`config.mk`:
```
export PLATFORM = sky130hd
export DESIGN_NAME = sad_engine
export DESIGN_NICKNAME = d
export VERILOG_FILES = /design/src/rtl/sad_pkg.sv /design/src/rtl/sad_ctrl.sv /design/src/rtl/sad_datapath.sv /design/src/rtl/sad_engine.sv
export SDC_FILE = /design/constraint.sdc
export NUM_CORES = 1
export LEC_CHECK = 0
export BUFFER_PORTS_ARGS = -buffer_cell sky130_fd_sc_hd__buf_4
export CAP_MARGIN = 0
export CORE_MARGIN = 2
export CORE_UTILIZATION = 40
export CTS_BUF_LIST = sky130_fd_sc_hd__clkbuf_4 sky130_fd_sc_hd__clkbuf_8
export CTS_CLUSTER_DIAMETER = 40
export DETAILED_ROUTE_END_ITERATION = 10
export PLACE_DENSITY = 0.63
export SLEW_MARGIN = 20
export SYNTH_ARGS = -nofsm -noshare
export SYNTH_HDL_FRONTEND = slang
export SYNTH_SLANG_ARGS = --single-unit
```
`constraint.sdc`:
```
create_clock -name clk -period 3.3 [get_ports clk]
set_input_delay 0.495 -clock clk [delete_from_list [all_inputs] [get_ports clk]]
set_output_delay 0.495 -clock clk [all_outputs]
set_load 0.02 [all_outputs]
```
`src/rtl/sad_pkg.sv`:
```
package sad_pkg;
  typedef struct packed {
    logic idxClr;
    logic idxInc;
    logic sumClr;
    logic sumLd;
    logic sadLd;
  } sadStrb_t;

  typedef enum logic [2:0] {
    ST_IDLE  = 3'd0,
    ST_INIT  = 3'd1,
    ST_CHECK = 3'd2,
    ST_ACCUM = 3'd3,
    ST_LATCH = 3'd4
  } sadState_t;
endpackage

```
`src/rtl/sad_ctrl.sv`:
```
module sad_ctrl
  import sad_pkg::*;
(
  input  logic     clk,
  input  logic     rstN,
  input  logic     go,
  input  logic     idxLtN,
  output sadStrb_t strb,
  output logic     memRd
);
  sadState_t state, nextState;

  always_ff @(posedge clk or negedge rstN) begin
    if (!rstN) state <= ST_IDLE;
    else       state <= nextState;
  end

  always_comb begin
    nextState = state;
    strb      = '0;
    memRd     = 1'b0;
    unique case (state)
      ST_IDLE:  if (go) nextState = ST_INIT;
      ST_INIT: begin
        strb.idxClr = 1'b1;
        strb.sumClr = 1'b1;
        nextState   = ST_CHECK;
      end
      ST_CHECK: nextState = idxLtN ? ST_ACCUM : ST_LATCH;
      ST_ACCUM: begin
        strb.sumLd  = 1'b1;
        strb.idxInc = 1'b1;
        memRd       = 1'b1;
        nextState   = ST_CHECK;
      end
      ST_LATCH: begin
        strb.sadLd = 1'b1;
        nextState  = ST_IDLE;
      end
      default:  nextState = ST_IDLE;
    endcase
  end

  // the accumulate state is always followed by a bound check
  assert_rd_spaced_R4: assert property (@(posedge clk) disable iff (!rstN)
    memRd |=> !memRd);

  // go seen outside idle never restarts the run
  assert_go_ignored_R6: assert property (@(posedge clk) disable iff (!rstN)
    (state != ST_IDLE) |=> (state != ST_INIT));

  // the result is only latched once the index has run out
  assert_latch_after_end_R2: assert property (@(posedge clk) disable iff (!rstN)
    (state == ST_CHECK && !idxLtN) |=> strb.sadLd);
endmodule

```
`src/rtl/sad_datapath.sv`:
```
module sad_datapath
  import sad_pkg::*;
#(
  parameter int ELEM_W    = 8,
  parameter int NUM_ELEMS = 256,
  parameter int SUM_W     = 32,
  localparam int ADDR_W   = $clog2(NUM_ELEMS),
  localparam int IDX_W    = ADDR_W + 1
)(
  input  logic              clk,
  input  logic              rstN,
  input  sadStrb_t          strb,
  input  logic [ELEM_W-1:0] aData,
  input  logic [ELEM_W-1:0] bData,
  output logic [ADDR_W-1:0] memAddr,
  output logic              idxLtN,
  output logic [SUM_W-1:0]  sad,
  output logic              done
);
  logic [IDX_W-1:0]  idx;
  logic [SUM_W-1:0]  sum;
  logic [ELEM_W-1:0] absDiff;

  assign absDiff = (aData >= bData) ? (aData - bData) : (bData - aData);
  assign idxLtN  = idx < IDX_W'(NUM_ELEMS);
  assign memAddr = idx[ADDR_W-1:0];

  always_ff @(posedge clk or negedge rstN) begin
    if (!rstN)            idx <= '0;
    else if (strb.idxClr) idx <= '0;
    else if (strb.idxInc) idx <= idx + 1'b1;
  end

  always_ff @(posedge clk or negedge rstN) begin
    if (!rstN)           sum <= '0;
    else if (strb.sumClr) sum <= '0;
    else if (strb.sumLd)  sum <= sum + SUM_W'(absDiff);
  end

  always_ff @(posedge clk or negedge rstN) begin
    if (!rstN) begin
      sad  <= '0;
      done <= 1'b0;
    end else begin
      done <= strb.sadLd;
      if (strb.sadLd) sad <= sum;
    end
  end

  // index never passes the element count
  assert_idx_bound_R3: assert property (@(posedge clk) disable iff (!rstN)
    idx <= IDX_W'(NUM_ELEMS));

  // accumulation never wraps downward
  assert_sum_no_wrap_R8: assert property (@(posedge clk) disable iff (!rstN)
    !strb.sumClr |=> sum >= $past(sum));

  // the output register moves only on a latch
  assert_sad_hold_R7: assert property (@(posedge clk) disable iff (!rstN)
    !strb.sadLd |=> $stable(sad));

  // completion flag lasts a single cycle
  assert_done_pulse_R5: assert property (@(posedge clk) disable iff (!rstN)
    done |=> !done);
endmodule

```
`src/rtl/sad_engine.sv`:
```
module sad_engine
  import sad_pkg::*;
#(
  parameter int ELEM_W    = 8,
  parameter int NUM_ELEMS = 256,
  parameter int SUM_W     = 32,
  localparam int ADDR_W   = $clog2(NUM_ELEMS)
)(
  input  logic              clk,
  input  logic              rstN,
  input  logic              go,
  output logic [ADDR_W-1:0] memAddr,
  output logic              memRd,
  input  logic [ELEM_W-1:0] aData,
  input  logic [ELEM_W-1:0] bData,
  output logic [SUM_W-1:0]  sad,
  output logic              done
);
  sadStrb_t strb;
  logic     idxLtN;

  sad_ctrl u_ctrl (
    .clk    (clk),
    .rstN   (rstN),
    .go     (go),
    .idxLtN (idxLtN),
    .strb   (strb),
    .memRd  (memRd)
  );

  sad_datapath #(
    .ELEM_W    (ELEM_W),
    .NUM_ELEMS (NUM_ELEMS),
    .SUM_W     (SUM_W)
  ) u_dp (
    .clk     (clk),
    .rstN    (rstN),
    .strb    (strb),
    .aData   (aData),
    .bData   (bData),
    .memAddr (memAddr),
    .idxLtN  (idxLtN),
    .sad     (sad),
    .done    (done)
  );
endmodule

```
Word-level counts from Yosys, hierarchy flattened
Index checks and enable logic that the tools add are counted.

Flip-flop bits (word level): 77. Logic and storage cells: 30. Output and inout port bits: 42. Input bits: 19.

Reduce and logical (&&, ||, !) cells: 3. Muxes and demuxes: 11. Order comparisons: 2. $add $sub $neg: 4. Equality and inequality tests: 5.

Operators with widths (number): 32-bit two-way mux (2); 32-bit by 8-bit adder with 32-bit output (1); 9-bit two-way mux (2); 8-bit subtractor (2); 9-bit by 1-bit adder with 9-bit output (second input constant) (1); 9-bit < comparator (second input constant) (1); 3-bit one-hot mux with 3 select lines (1); 8-bit >= comparator (1); 8-bit two-way mux (1); 3-bit by 2-bit == test with 1-bit output (second input constant) (2); 3-bit two-way mux (2); 3-bit by 1-bit == test with 1-bit output (second input constant) (1); 3-bit == test (second input constant) (1); 3-bit logical NOT (1); 1-bit two-way mux (3); 2-bit inequality test (second input constant) (1); 2-bit nonzero test (1); 2-bit OR reduction (1).

Depth between registers and ports, before layout
Depth in word-level cells: 5. Depth in mapped cells: 20. Mapped depth without buffers: 19.

Modules after synthesis
From an unflattened synthesis, not the netlist that was laid out.

Cell total of the unflattened synthesis: 466. Area, all modules: 4630.7 µm².

By module, submodules not included: sad_datapath (times used 1, cells each 452, sequential area each 1851.8 µm², area each 4464.3 µm²); sad_ctrl (times used 1, cells each 14, sequential area each 75.1 µm², area each 166.4 µm²).

Worst setup path after synthesis
OpenSTA, ideal clock, no wires.

Path type: in2reg. Start: in aData[0]. End: reg u_dp.sum[20]. Path buffers: 0. Cell stages on the path: 19. Data required time: 3222 ps. Setup time: 78 ps. Slack: -685 ps. Arrival time: 3907 ps. Cell sequence: inv_1 -> ha_1 -> inv_1 -> fa_1 -> a21o_1 -> a21oi_1 -> o21ai_4 -> mux2_4 -> a221oi_2 -> o21ai_1 -> xor2_1 -> ha_1 -> nand2_1 -> a21oi_1 -> o21a_1 -> o21ai_0 -> nor2b_1 -> or4_1 -> a21oi_1.

Longest elaborated chain between the ends: 5. Elaborated cells between the ends (all ways): 7. Those cells by class: 3 x add/sub; 1 x order compare; 3 x mux.

Ends and longest elaborated chain: start, declared (line sad_engine.sv:14) `input logic [ELEM_W-1:0] aData,`; 8-bit subtractor / 8-bit >= comparator (equally long branches) (line sad_datapath.sv:24) `assign absDiff = (aData >= bData) ? (aData - bData) : (bData - aData);`; 8-bit two-way mux (*) (line sad_datapath.sv:24); 32-bit by 8-bit adder with 32-bit output (*) (line sad_datapath.sv:37) `else if (strb.sumLd) sum <= sum + SUM_W'(absDiff);`; 32-bit two-way mux (*) (line sad_datapath.sv:37); 32-bit two-way mux (*) (line sad_datapath.sv:36) `else if (strb.sumClr) sum <= '0;`; end signal, assigned (line sad_datapath.sv:37); end, declared (line sad_datapath.sv:21) `logic [SUM_W-1:0] sum;`.

Mark *: on every way between the ends. The rest lies on a longest branch, timed or not. The select of a mux whose other input is x is not followed. A chain may end at the register's enable or synchronous reset.

Final worst setup path
Start: in aData[0]. End: reg u_dp.sum[26].

The elaborated chain is that of the path after synthesis.

==> results.txt <==
Yosys Warn Count: 0
Sum Neg Setup Slack: -7110 ps
Most frequent cell on the critical path: a21oi_2
Crit path buffers/inverters: 4
Setup CP Type: in -> reg
Crit path time final: 3690 ps
Top delay family on crit path: compound AO/OA/AOI/OAI gates
Power Density: 663 mW/mm²
# nets final: 574
Critical Path RT: 3570 ps
CTS Buf Count: 9
Placement Rows: 38
Count of cell types in the netlist: 51
RSZ-0062 raised after global routing: true
Top cell type's share of synthesized area: 0.440
Die Height: 109 µm
Fin area: 0.00569 mm²
WL final: 9.56 mm
Worst R2R Start: u_dp.sum[0]
Area growth syn-to-layout: 30.1%
Most used routing layer: met2
FF-to-FF End: u_dp.sum[26]
Dpl cell area: 0.00520 mm²
CP Launch Type: primary input
GPL Wtd Cong: 0.875
# IOs: 61
Initial antenna violation count: 0
Input/output buffers: 60
Failing checks: negative setup slack
Syn nets: 476
Die Wd: 109 µm
CTS sink cnt: 77
Via/cell ratio: 5.16
Status: complete, but fails checks
Cts hold-fix bufs: 0
Peak VDD IR: 0.310 mV
Routing usage on met3: 0.0235
Per-cell routed wire length: 14.3 µm
Final Core Density: 0.530
Max Clk Rate: 0.271 GHz
Setup Viol. Count Final: 26
Post-synth top cells: dfrtp_1 (77), nand2_1 (39), mux2_2 (35)
R2r worst-path depth: 10
Starting DRT DRC Count: 178
First-pass GRT wire length: 16.4 mm
CP max stage cell: fa_2
Core area: 0.0107 mm²
Async SR Flop Fraction: 1.00
Initial Utilization: 0.407
H-tree depth: 3
CTS tree: done
Remaining DRCs: 0
Post-route setup slack: -390 ps
CP Capture Type: flip-flop
Critical Path, Cell by Cell: buf_12 -> inv_12 -> ha_4 -> inv_2 -> fa_2 -> a21o_1 -> a21oi_2 -> o21ai_4 -> mux2_4 -> a221oi_2 -> o21ai_1 -> xor2_1 -> ha_1 -> nand2_1 -> a21oi_2 -> o21a_1 -> o21ai_4 -> nor2b_4 -> buf_4 -> or3_4 -> a21oi_2
Leak: 2.83 nW
GR Overflow Total: 0
Tightest Pin Transition: 963 ps
Syn avg cell area: 10.2 µm²
# Max-Cap Violations: 0
Clock latency at the later pin of the worst-skew pair: 350 ps
Worst hold slack: 303 ps
Register bit total from synthesis: 77
Clock skew: 10.9 ps
Syn Inst Count: 428
Area leader, netlist: dfrtp_1
Clk slew on worst S/H paths: 80 ps
Count leader, synth: dfrtp_1
Synth Flop Type: dfrtp_1
Slew margin rel.: 0.358
EDFF count, synth: 0
DP Wirelength: 6.60 mm
Worst Hold Class: in -> async
Longest Clk Path Bufs: 2
Met2 global-route usage: 0.310
1st-pass router iterations: 4
Vias in the first global route: 3628
Root Driver: clkbuf_8
Final total power: 3.77 mW
Fill count: 982
Post-route ant nets: 0
CP max FO: 6
R2R Setup Slk: 950 ps
Largest cells by area after synthesis: dfrtp_1 (44%), mux2_2 (9.0%), ha_1 (7.4%), xor2_1 (3.4%), nand2_1 (3.3%)
CP arrival: 3970 ps
N_diodes: 0
CP max stage delay: 330 ps
Die area: 0.0118 mm²
Post-Synthesis Cell Area: 0.00438 mm²
Post-synthesis sequential area ratio: 0.440
Routed vias: 3454
Layout cell share with drive strength beyond 1: 0.375
Final hold vios: 0
Max Slew Vio Count: 0
Total GRT Usage: 0.173
Largest net degree at the start of global routing: 78
Period utilization: 1.12
Met1 Usage GRT: 0.207
[timing repair]
item / CTS / global route
gates resized for setup: 21 / 17
pin swaps: 7 / 22
cloned: 3 / 0
setup endpoints to repair: 26 / 27
buffers inserted: 10 / 2
[through the flow]
stage	worst slack, ps	std cells
floorplan	-483	428
global placement	-738	641
detailed placement	-823	641
CTS	-407	669
global route	-556	670
finish	-390	670
[per-layer routing]
metal	vias to the layer above	share of wire
met5	-	0
met4	0	0.024
met3	22	0.034
met2	81	0.51
met1	1669	0.44
li1	1682	-
[power by group]
group / internal, mW / switching (mW)
Sequential: 1.08 / 0.172
Clock: 0.539 / 0.338
Combinational: 0.808 / 0.833
[registers in the layout, summed over array words and instances, names as in the netlist]
signal,cells
u_ctrl.state,3
u_dp.done,1
u_dp.sum,32
u_dp.sad,32
u_dp.idx,9
[kinds of logic (layout without fill, tap and decap cells)]
| kind of cell | Yosys count | count (layout) | share of synthesized area |
|---|---|---|---|
| xor+xnor | 26 | 26 | 0.0520 |
| flops | 77 | 77 | 0.440 |
| simple gates | 126 | 128 | 0.145 |
| mux | 42 | 42 | 0.107 |
| buf+inv | 51 | 151 | 0.0546 |
| compound gates | 77 | 77 | 0.113 |
| fa+ha+maj | 29 | 29 | 0.0881 |
[placed cells by master, fill, tap and decap left out, types with 3 or more instances in the layout]
| cell | instances |
|---|---|
| a21o_1 | 4 |
| a21oi_1 | 14 |
| a21oi_2 | 11 |
| a31oi_1 | 3 |
| a41o_1 | 3 |
| and3_1 | 4 |
| buf_4 | 103 |
| buf_6 | 4 |
| bufinv_16 | 3 |
| clkbuf_8 | 11 |
| dfrtp_1 | 77 |
| ha_1 | 24 |
| inv_1 | 25 |
| mux2_2 | 35 |
| mux2i_1 | 4 |
| nand2_1 | 39 |
| nand3_1 | 17 |
| nand3b_1 | 4 |
| nand4_1 | 7 |
| nor2_1 | 28 |
| nor3_1 | 5 |
| o21ai_0 | 11 |
| o21ai_1 | 9 |
| o31ai_1 | 3 |
| or3_1 | 5 |
| xnor2_1 | 9 |
| xor2_1 | 17 |
[worst max-delay path by stage]
stage / from / to / slack (ps) / depth (start not counted)
floorplan: bData[5] / u_dp.sum[20] / -480 / 17
global placement: aData[0] / u_dp.sum[20] / -740 / 20
detailed placement: aData[0] / u_dp.sum[20] / -820 / 20
CTS: aData[0] / u_dp.sum[20] / -410 / 20
global route: aData[0] / u_dp.sum[23] / -560 / 23
finish: aData[0] / u_dp.sum[26] / -390 / 21
[layout make-up]
class / count / area (µm²) / area share
inverters: 28 / 123 / 0.0215
clock buffers: 11 / 151 / 0.0266
multi-input cells: 302 / 2380 / 0.419
well taps: 140 / 175 / 0.0308
repair buffers: 108 / 838 / 0.147
flip-flops and latches: 77 / 1930 / 0.339
clock inverters: 4 / 95.1 / 0.0167
(Power assumes the default switching activity.)
